==> src/rtl/sap_pkg.sv <==
package sap_pkg;

    localparam int SAMPLE_W = 16;
    localparam int SLOT_W   = $clog2(SAMPLE_W + 1);

    typedef logic [SAMPLE_W-1:0] sample_t;
    typedef logic [SLOT_W-1:0]   slot_t;

    typedef struct packed {
        sample_t left;
        sample_t right;
    } stereo_t;

    typedef enum logic {
        CH_RIGHT = 1'b0,
        CH_LEFT  = 1'b1
    } chan_e;

    localparam slot_t SLOT_LAST = slot_t'(SAMPLE_W - 1);
    localparam slot_t SLOT_DONE = slot_t'(SAMPLE_W);

    function automatic chan_e chan_of(input logic frame_level);
        return frame_level ? CH_LEFT : CH_RIGHT;
    endfunction

    function automatic logic slot_active(input slot_t slot);
        return slot < SLOT_DONE;
    endfunction

endpackage

==> src/rtl/sap_sync.sv <==
module sap_sync #(
    parameter int W      = 3,
    parameter int STAGES = 2
) (
    input  logic         clk,
    input  logic         rst,
    input  logic [W-1:0] d,
    output logic [W-1:0] q
);

    logic [W-1:0] chain [STAGES];

    always_ff @(posedge clk) begin
        if (rst) chain[0] <= '0;
        else     chain[0] <= d;
    end

    generate
        for (genvar s = 1; s < STAGES; s++) begin : g_stage
            always_ff @(posedge clk) begin
                if (rst) chain[s] <= '0;
                else     chain[s] <= chain[s-1];
            end
        end
    endgenerate

    assign q = chain[STAGES-1];

endmodule

==> src/rtl/sap_events.sv <==
module sap_events
    import sap_pkg::*;
(
    input  logic  clk,
    input  logic  rst,
    input  logic  bclk_s,
    input  logic  fclk_s,
    output logic  bit_rise,
    output logic  half_start,
    output chan_e half_chan
);

    logic bclk_d;
    logic fclk_d;

    always_ff @(posedge clk) begin
        if (rst) begin
            bclk_d <= 1'b0;
            fclk_d <= 1'b0;
        end else begin
            bclk_d <= bclk_s;
            fclk_d <= fclk_s;
        end
    end

    assign bit_rise   = bclk_s & ~bclk_d;
    assign half_start = fclk_s ^ fclk_d;
    assign half_chan  = chan_of(fclk_s);

endmodule

==> src/rtl/sap_deser.sv <==
module sap_deser
    import sap_pkg::*;
(
    input  logic    clk,
    input  logic    rst,
    input  logic    bit_rise,
    input  logic    half_start,
    input  chan_e   half_chan,
    input  logic    sdi_s,
    output stereo_t rx_pair,
    output logic    rx_strobe
);

    slot_t   slot;
    chan_e   cur_chan;
    sample_t shifter;
    sample_t left_hold;
    logic    left_ok;
    sample_t word_next;

    assign word_next = {shifter[SAMPLE_W-2:0], sdi_s};

    always_ff @(posedge clk) begin
        if (rst) begin
            slot      <= SLOT_DONE;
            cur_chan  <= CH_RIGHT;
            shifter   <= '0;
            left_hold <= '0;
            left_ok   <= 1'b0;
            rx_pair   <= '0;
            rx_strobe <= 1'b0;
        end else begin
            rx_strobe <= 1'b0;
            if (half_start) begin
                slot     <= '0;
                cur_chan <= half_chan;
                if (half_chan == CH_LEFT) left_ok <= 1'b0;
            end else if (bit_rise && slot_active(slot)) begin
                shifter <= word_next;
                slot    <= slot + slot_t'(1);
                if (slot == SLOT_LAST) begin
                    if (cur_chan == CH_LEFT) begin
                        left_hold <= word_next;
                        left_ok   <= 1'b1;
                    end else if (left_ok) begin
                        rx_pair   <= '{left: left_hold, right: word_next};
                        rx_strobe <= 1'b1;
                        left_ok   <= 1'b0;
                    end
                end
            end
        end
    end

endmodule

==> src/rtl/sap_ser.sv <==
module sap_ser
    import sap_pkg::*;
(
    input  logic    clk,
    input  logic    rst,
    input  logic    bit_rise,
    input  logic    half_start,
    input  chan_e   half_chan,
    input  logic    force_zero,
    input  stereo_t tx_pair,
    output logic    sdo,
    output logic    tail
);

    slot_t   slot;
    sample_t shifter;
    sample_t right_hold;

    always_ff @(posedge clk) begin
        if (rst) begin
            slot       <= SLOT_DONE;
            shifter    <= '0;
            right_hold <= '0;
        end else if (half_start) begin
            slot <= '0;
            if (half_chan == CH_LEFT) begin
                shifter    <= tx_pair.left;
                right_hold <= tx_pair.right;
            end else begin
                shifter    <= right_hold;
            end
        end else if (bit_rise && slot_active(slot)) begin
            shifter <= {shifter[SAMPLE_W-2:0], 1'b0};
            slot    <= slot + slot_t'(1);
        end
    end

    always_ff @(posedge clk) begin
        if (rst) sdo <= 1'b0;
        else     sdo <= ~force_zero & slot_active(slot) & shifter[SAMPLE_W-1];
    end

    assign tail = ~slot_active(slot);

endmodule

==> src/rtl/sap_serial_port.sv <==
module sap_serial_port
    import sap_pkg::*;
#(
    parameter int SYNC_STAGES = 2
) (
    input  logic                clk,
    input  logic                rst,
    input  logic                bclk,
    input  logic                fclk,
    input  logic                sdi,
    output logic                sdo,
    input  logic                force_zero,
    input  logic [SAMPLE_W-1:0] tx_left,
    input  logic [SAMPLE_W-1:0] tx_right,
    output logic [SAMPLE_W-1:0] rx_left,
    output logic [SAMPLE_W-1:0] rx_right,
    output logic                rx_valid
);

    localparam int LINE_W = 3;

    logic [LINE_W-1:0] line_s;
    logic              bit_rise;
    logic              half_start;
    chan_e             half_chan;
    stereo_t           rx_pair;
    stereo_t           tx_pair;
    logic              tx_tail;

    sap_sync #(.W(LINE_W), .STAGES(SYNC_STAGES)) i_sync (
        .clk (clk),
        .rst (rst),
        .d   ({bclk, fclk, sdi}),
        .q   (line_s)
    );

    sap_events i_events (
        .clk        (clk),
        .rst        (rst),
        .bclk_s     (line_s[2]),
        .fclk_s     (line_s[1]),
        .bit_rise   (bit_rise),
        .half_start (half_start),
        .half_chan  (half_chan)
    );

    sap_deser i_deser (
        .clk        (clk),
        .rst        (rst),
        .bit_rise   (bit_rise),
        .half_start (half_start),
        .half_chan  (half_chan),
        .sdi_s      (line_s[0]),
        .rx_pair    (rx_pair),
        .rx_strobe  (rx_valid)
    );

    assign tx_pair = '{left: tx_left, right: tx_right};

    sap_ser i_ser (
        .clk        (clk),
        .rst        (rst),
        .bit_rise   (bit_rise),
        .half_start (half_start),
        .half_chan  (half_chan),
        .force_zero (force_zero),
        .tx_pair    (tx_pair),
        .sdo        (sdo),
        .tail       (tx_tail)
    );

    assign rx_left  = rx_pair.left;
    assign rx_right = rx_pair.right;

endmodule

==> config.mk <==
export PLATFORM = sky130hd
export DESIGN_NAME = sap_serial_port
export DESIGN_NICKNAME = d
export VERILOG_FILES = /design/src/rtl/sap_pkg.sv /design/src/rtl/sap_sync.sv /design/src/rtl/sap_events.sv /design/src/rtl/sap_deser.sv /design/src/rtl/sap_ser.sv /design/src/rtl/sap_serial_port.sv
export SDC_FILE = /design/constraint.sdc
export NUM_CORES = 1
export LEC_CHECK = 0
export BUFFER_PORTS_ARGS = -buffer_cell sky130_fd_sc_hd__buf_2
export CAP_MARGIN = 20
export CELL_PAD_IN_SITES_DETAIL_PLACEMENT = 1
export CELL_PAD_IN_SITES_GLOBAL_PLACEMENT = 2
export CORE_UTILIZATION = 35
export DETAILED_ROUTE_END_ITERATION = 6
export GPL_TIMING_DRIVEN = 0
export PLACE_DENSITY = 0.82
export SYNTH_ARGS = -nofsm -noshare
export SYNTH_HDL_FRONTEND = slang
export SYNTH_SLANG_ARGS = --single-unit
export TNS_END_PERCENT = 10
==> constraint.sdc <==
create_clock -name clk -period 2.2 [get_ports clk]
set_clock_uncertainty 0.2 [all_clocks]
set_input_delay 0.33 -clock clk [delete_from_list [all_inputs] [get_ports clk]]
set_output_delay 0.33 -clock clk [all_outputs]
set_load 0.01 [all_outputs]
## Yosys cells after proc, flatten, opt, wreduce, memory -nomap -nowiden

Memories as Yosys holds them, arrays and structs flattened.
Index checks and enable logic that the tools add are counted.

- Bits in registers: 111
- Memory bits (writable): 6
- Input bits: 38
- Output and inout port bits: 34
- Word-level logic and storage cells: 66
- Memories: 1

- $add $sub $neg: 2
- Order comparisons: 2
- Equality and inequality tests: 2
- Muxes and demuxes: 19
- Bitwise gates (word level): 12
- Reductions and logical operators: 12

Memory list:

| name | words | bits a word | read ports | clocked after memory_dff | write ports | RTL line | source |
|---|---|---|---|---|---|---|---|
| i_sync.chain | 2 | 3 | 2 | 0 | 2 | sap_sync.sv:11 | `logic [W-1:0] chain [STAGES];` |

Operators with widths:

| cell | number |
|---|---|
| $mux 16 | 3 |
| $mux 5 | 4 |
| $add 5x1->5 const B | 2 |
| $lt 5x5->1 const B | 2 |
| $mux 1 | 10 |
| $mux 3 | 2 |
| $not 1->1 | 6 |
| $reduce_bool 2->1 | 3 |
| $eq 5x4->1 const B | 1 |
| $reduce_and 5->1 | 1 |
| $reduce_or 5->1 | 1 |
| $reduce_and 2->1 | 2 |
| $reduce_and 4->1 | 1 |
| $and 1x1->1 | 3 |
| $reduce_and 3->1 | 1 |
| $logic_and 1x1->1 | 2 |
| $ne 2x1->1 const B | 1 |
| $or 1x1->1 | 2 |
| $reduce_or 2->1 | 1 |
| $xor 1x1->1 | 1 |

## Depth between registers and ports, before layout

- Word-level depth: 5
- Depth in mapped cells: 8
- Gate-level depth less buffers: 6

## Modules after synthesis

Synthesis repeated with hierarchy kept, for this count alone.

- Cells, all modules: 481
- Area total of the unflattened synthesis: 4,785.8 um^2

By module, submodules not included:

| module | instances | cells each | area an instance (um^2) | sequential area each (um^2) |
|---|---|---|---|---|
| sap_deser | 1 | 279 | 2,835.2 | 1,421.4 |
| sap_ser | 1 | 183 | 1,714.1 | 760.7 |
| sap_sync | 1 | 12 | 157.7 | 120.1 |
| sap_events | 1 | 7 | 78.8 | 40.0 |

## Worst setup path before layout

Ideal clock, no wire load.

- Kind: register to register
- Start point: memory i_sync.chain[1][1]
- End point: register i_deser.left_hold[10]
- Setup time: 0.072 ns
- Data arrival time: 1.606 ns
- Data required time: 1.928 ns
- Slack: 0.323 ns
- Cell stages (with the launch flop): 8
- Buffers on the path: 3
- Clock period less this slack: 1.877 ns
- Path through: dfxtp_1 -> ha_1 -> and4bb_2 -> clkbuf_2 -> nand3_1 -> buf_4 -> buf_6 -> mux2i_1

RTL lines:

| item | RTL line | source |
|---|---|---|
| start: declaration | sap_sync.sv:11 |  |
| end signal: assignment | sap_deser.sv:43 | `left_hold <= word_next;` |
| end: declaration | sap_deser.sv:17 | `sample_t left_hold;` |

==> impl_metrics.xml <==
<?xml version="1.0" encoding="UTF-8"?>
<metrics>
  <group name="run_status">
    <metric name="status" unit="">finished clean</metric>
  </group>
  <group name="detailed_routing">
    <metric name="route.final.wire_length" unit="um">11200</metric>
    <metric name="vias_per_cell" unit="">4.72</metric>
    <metric name="dr_total_vias" unit="">3634</metric>
    <metric name="detail_route.first_pass.iterations" unit="">4</metric>
    <metric name="route.antenna.remaining_nets" unit="">0</metric>
    <metric name="detailedRoute.firstIterationViolations" unit="">109</metric>
    <metric name="avg_wl_per_cell" unit="um">14.5</metric>
    <metric name="detail_route.drc_violations" unit="">0</metric>
  </group>
  <group name="global_route">
    <metric name="grt_antenna_before_repair" unit="">0</metric>
    <metric name="grt_first_pass_wirelength" unit="um">18800</metric>
    <metric name="grtUsageTotal" unit="%">17.5</metric>
    <metric name="grt_pass1_vias" unit="">3848</metric>
    <metric name="grt.overflow.total" unit="">0</metric>
    <metric name="grt_start_max_net_pins" unit="">17</metric>
  </group>
  <group name="critical_path">
    <metric name="setup.worst_path.start_class" unit="">flop</metric>
    <metric name="worst_path_arrival" unit="ns">2.26</metric>
    <metric name="crit_path_end_kind" unit="">flop</metric>
    <metric name="critPathKind" unit="">flop to flop</metric>
    <metric name="crit_required" unit="ns">2.33</metric>
    <metric name="cp_max_fo" unit="">10</metric>
  </group>
  <group name="clocking">
    <metric name="clockBufferDepth" unit="">2</metric>
    <metric name="root_buffer" unit="">sky130_fd_sc_hd__clkbuf_16</metric>
    <metric name="cts.clk_slew.worst_paths" unit="ns">0.06</metric>
    <metric name="tritoncts.num_buffers" unit="">17</metric>
    <metric name="clock_tree_from_tritoncts" unit="">yes</metric>
    <metric name="cts_sinks" unit="">117</metric>
    <metric name="latest_clock_arrival_within_the_worst_skew_pair" unit="ns">0.41</metric>
    <metric name="htree_levels" unit="">4</metric>
    <metric name="cts.repair_timing.setup_buffer_count" unit="">0</metric>
  </group>
  <group name="yosys">
    <metric name="netlist_instances" unit="">472</metric>
    <metric name="yosys.cell_types.count" unit="">35</metric>
    <metric name="synth.avg_cell_area" unit="sq um">9.98</metric>
    <metric name="synth-warning-count" unit="">0</metric>
    <metric name="synth_seq_cells" unit="">117</metric>
    <metric name="ys_seq_area_share" unit="%">49.7</metric>
    <metric name="mappedNetlistNets" unit="">514</metric>
    <metric name="syn_area" unit="sq um">4710</metric>
  </group>
  <group name="floorplanning">
    <metric name="floorplan.io_pins" unit="">72</metric>
    <metric name="die-height" unit="um">118</metric>
    <metric name="dieArea" unit="sq um">13900</metric>
    <metric name="die_x" unit="um">118</metric>
    <metric name="initial_utilization" unit="%">35.7</metric>
    <metric name="placementRows" unit="">42</metric>
    <metric name="coreArea" unit="sq um">13200</metric>
  </group>
  <group name="power_and_ir_drop">
    <metric name="irDropWorstVdd" unit="mV">0.441</metric>
    <metric name="power.density_cell_area" unit="nW/um^2">874</metric>
    <metric name="total_leakage_power" unit="nW">2.54</metric>
  </group>
  <group name="sta">
    <metric name="slew_violations" unit="">0</metric>
    <metric name="final-setup-viol-count" unit="">0</metric>
    <metric name="holdWs" unit="ns">0.0829</metric>
    <metric name="slew-limit-headroom" unit="%">45.8</metric>
    <metric name="finalHoldViolations" unit="">0</metric>
    <metric name="fmax" unit="GHz">0.471</metric>
    <metric name="grt_setup_unrepaired" unit="">true</metric>
    <metric name="transition_time_of_the_tightest_slew_check_pin" unit="ns">0.811</metric>
    <metric name="final_critical_path_share_of_the_clock_period" unit="%">96.6</metric>
    <metric name="timing.final.crit_period" unit="ns">2.13</metric>
  </group>
  <group name="cells_and_area">
    <metric name="fraction_of_final_layout_cells_with_drive_strength_greater_than_1" unit="%">20.0</metric>
    <metric name="finish.utilization" unit="%">46.5</metric>
    <metric name="num_antenna_cells" unit="">0</metric>
    <metric name="area_delta_synth_final" unit="%">30.2</metric>
    <metric name="finish.net_count" unit="">623</metric>
  </group>
  <group name="job">
    <metric name="reported_max_cap_violation_count" unit="">0</metric>
  </group>
  <group name="placed_design">
    <metric name="hpwl_detailed" unit="um">7790</metric>
    <metric name="io_buffers" unit="">70</metric>
    <metric name="place_congestion" unit="">0.697</metric>
  </group>
  <group name="min_path">
    <metric name="worst_hold_path_type" unit="">primary input to flop</metric>
  </group>
</metrics>
-- cells in the final DEF, fill, tap and decap left out, types with 2 or more instances in the layout --
cell type | Yosys | final
sky130_fd_sc_hd__a211oi_1 | 28 | 28
sky130_fd_sc_hd__mux2i_1 | 79 | 79
sky130_fd_sc_hd__nand2_1 | 41 | 41
sky130_fd_sc_hd__or3b_1 | 2 | 2
sky130_fd_sc_hd__clkbuf_2 | 1 | 4
sky130_fd_sc_hd__buf_4 | 1 | 2
sky130_fd_sc_hd__nor2b_1 | 24 | 24
sky130_fd_sc_hd__clkbuf_1 | 21 | 19
sky130_fd_sc_hd__nor2_1 | 21 | 21
sky130_fd_sc_hd__inv_1 | 4 | 4
sky130_fd_sc_hd__a311oi_1 | 2 | 2
sky130_fd_sc_hd__o211ai_1 | 2 | 2
sky130_fd_sc_hd__bufinv_16 | 0 | 4
sky130_fd_sc_hd__nand3_1 | 4 | 4
sky130_fd_sc_hd__buf_2 | 7 | 74
sky130_fd_sc_hd__a21oi_1 | 21 | 21
sky130_fd_sc_hd__dfxtp_1 | 117 | 116
sky130_fd_sc_hd__dlygate4sd3_1 | 0 | 20
sky130_fd_sc_hd__inv_6 | 0 | 2
sky130_fd_sc_hd__clkinv_2 | 0 | 4
sky130_fd_sc_hd__clkinv_4 | 0 | 2
sky130_fd_sc_hd__or3_1 | 3 | 3
sky130_fd_sc_hd__clkbuf_8 | 0 | 2
sky130_fd_sc_hd__clkbuf_16 | 0 | 17
sky130_fd_sc_hd__buf_6 | 2 | 2
sky130_fd_sc_hd__ha_1 | 4 | 4
sky130_fd_sc_hd__buf_1 | 3 | 3
sky130_fd_sc_hd__o21ai_0 | 3 | 3
sky130_fd_sc_hd__xnor2_1 | 2 | 2
sky130_fd_sc_hd__nand2b_1 | 67 | 67
sky130_fd_sc_hd__a21o_1 | 2 | 2
-- final cells by class --
class	count	area, sq um
Clock inverter	12	175
Tap cell	176	220
Timing Repair Buffer	90	551
Multi-Input combinational cell	316	2190
Fill cell	1498	7060
Inverter	4	15.0
Buffer	35	179
Sequential cell	117	2340
Clock buffer	20	457
-- what timing repair did --
item,in CTS,in global routing
endpoints found under the hold margin,20,0
endpoints found under the setup margin,31,58
hold buffers,20,0
cloned,0,0
resized for setup,2,11
-- path summary, 6_finish.rpt --
| path | start | end | slack [ns] | cells after the start |
|---|---|---|---|---|
| worst min register to register | i_sync.chain[0][0] | i_sync.chain[1][0] | 0.24 | 1 |
| worst min-delay path | tx_left[3] | i_ser.shifter[3] | 0.08 | 3 |
| worst max-delay path | i_sync.chain[1][1] | i_deser.rx_pair[12] | 0.07 | 6 |
| worst max register to register | i_sync.chain[1][1] | i_deser.rx_pair[12] | 0.07 | 6 |
-- metal layers --
metal / track usage, % / vias up / routed length [um]
li1: - / 1827 / -
met1: 20.6 / 1714 / 5050
met2: 29.2 / 77 / 5420
met3: 5.28 / 16 / 497
met4: 7.85 / 0 / 200
met5: 0 / - / 0
-- logic make-up after synthesis --
kind of cell             synth area share, %
AO/OA/AOI/OAI                           8.37
XOR/XNOR                               0.372
adder cells (fa/ha/maj)                 1.06
buffers and inverters                   3.72
flip-flops                              49.7
multiplexers                            16.8
AND/OR/NAND/NOR                         19.9
-- flip-flops by register name, summed over array words and instances, names as in the netlist --
| register | count |
|---|---|
| i_deser.cur_chan | 1 |
| i_deser.shifter | 15 |
| i_events.bclk_d | 1 |
| i_deser.rx_pair | 32 |
| i_ser.sdo | 1 |
| i_deser.left_ok | 1 |
| i_deser.rx_strobe | 1 |
| i_ser.right_hold | 16 |
| i_deser.left_hold | 16 |
| i_sync.chain | 6 |
| i_ser.shifter | 16 |
| i_deser.slot | 5 |
| i_ser.slot | 5 |
| i_events.fclk_d | 1 |
-- where the power goes --
group	total, mW	switching, mW	internal, mW	leakage, nW
Sequential	2.18	0.0237	2.16	0.948
Combinational	0.245	0.120	0.125	1.28
Clock	2.93	0.975	1.96	0.315
-- per-stage QoR --
stage	worst slack, ns	setup TNS (ns)	instance area (sq um)	cells	power, mW
2_1_floorplan	0.323	0	4710	472	2.36
3_3_place_gp	-0.0125	-0.0699	5280	718	2.44
3_5_place_dp	-0.0391	-0.297	5280	718	2.45
4_1_cts	0.00213	0	6110	770	5.43
5_1_grt	-0.0769	-1.25	6130	770	5.56
6_report	0.0749	0	6130	770	5.36
-- critical path: stages, from the launching register on --
cell and delay (ns):
sky130_fd_sc_hd__dfxtp_2 0.37, sky130_fd_sc_hd__ha_1 0.36, sky130_fd_sc_hd__nand4bb_1 0.11, sky130_fd_sc_hd__buf_2 0.19
sky130_fd_sc_hd__nor3_2 0.29, sky130_fd_sc_hd__buf_4 0.30, sky130_fd_sc_hd__mux2i_1 0.23
-- synthesized netlist by cell type --
library cell	instances	area, sq um
sky130_fd_sc_hd__buf_2	7	35.0
sky130_fd_sc_hd__nor3b_1	1	7.51
sky130_fd_sc_hd__and3_1	1	6.26
sky130_fd_sc_hd__or2_2	1	6.26
sky130_fd_sc_hd__nand3_1	4	20.0
sky130_fd_sc_hd__dfxtp_1	117	2340
sky130_fd_sc_hd__a21o_1	2	15.0
sky130_fd_sc_hd__and4bb_2	1	12.5
sky130_fd_sc_hd__o21ai_0	3	15.0
sky130_fd_sc_hd__nor3_2	1	10.0
sky130_fd_sc_hd__buf_1	3	11.3
sky130_fd_sc_hd__or3b_1	2	17.5
sky130_fd_sc_hd__nand4bb_1	1	11.3
sky130_fd_sc_hd__nand2_1	41	154
sky130_fd_sc_hd__nor4b_1	1	8.76
sky130_fd_sc_hd__nor4bb_1	1	10.0
sky130_fd_sc_hd__buf_6	2	22.5
sky130_fd_sc_hd__xnor2_1	2	17.5
sky130_fd_sc_hd__a311oi_1	2	17.5
sky130_fd_sc_hd__o21bai_1	1	7.51
sky130_fd_sc_hd__o22a_1	1	8.76
sky130_fd_sc_hd__or4_1	1	7.51
sky130_fd_sc_hd__mux2i_1	79	791
sky130_fd_sc_hd__nor2b_1	24	150
sky130_fd_sc_hd__nor2_1	21	78.8
sky130_fd_sc_hd__clkbuf_1	21	78.8
sky130_fd_sc_hd__a21oi_1	21	105
sky130_fd_sc_hd__inv_1	4	15.0
sky130_fd_sc_hd__ha_1	4	50.1
sky130_fd_sc_hd__o211ai_1	2	15.0
sky130_fd_sc_hd__a211oi_1	28	210
sky130_fd_sc_hd__buf_4	1	7.51
sky130_fd_sc_hd__or3_1	3	18.8
sky130_fd_sc_hd__nand2b_1	67	419
sky130_fd_sc_hd__clkbuf_2	1	5.00
Note: power is estimated with default switching activity, not from simulation.
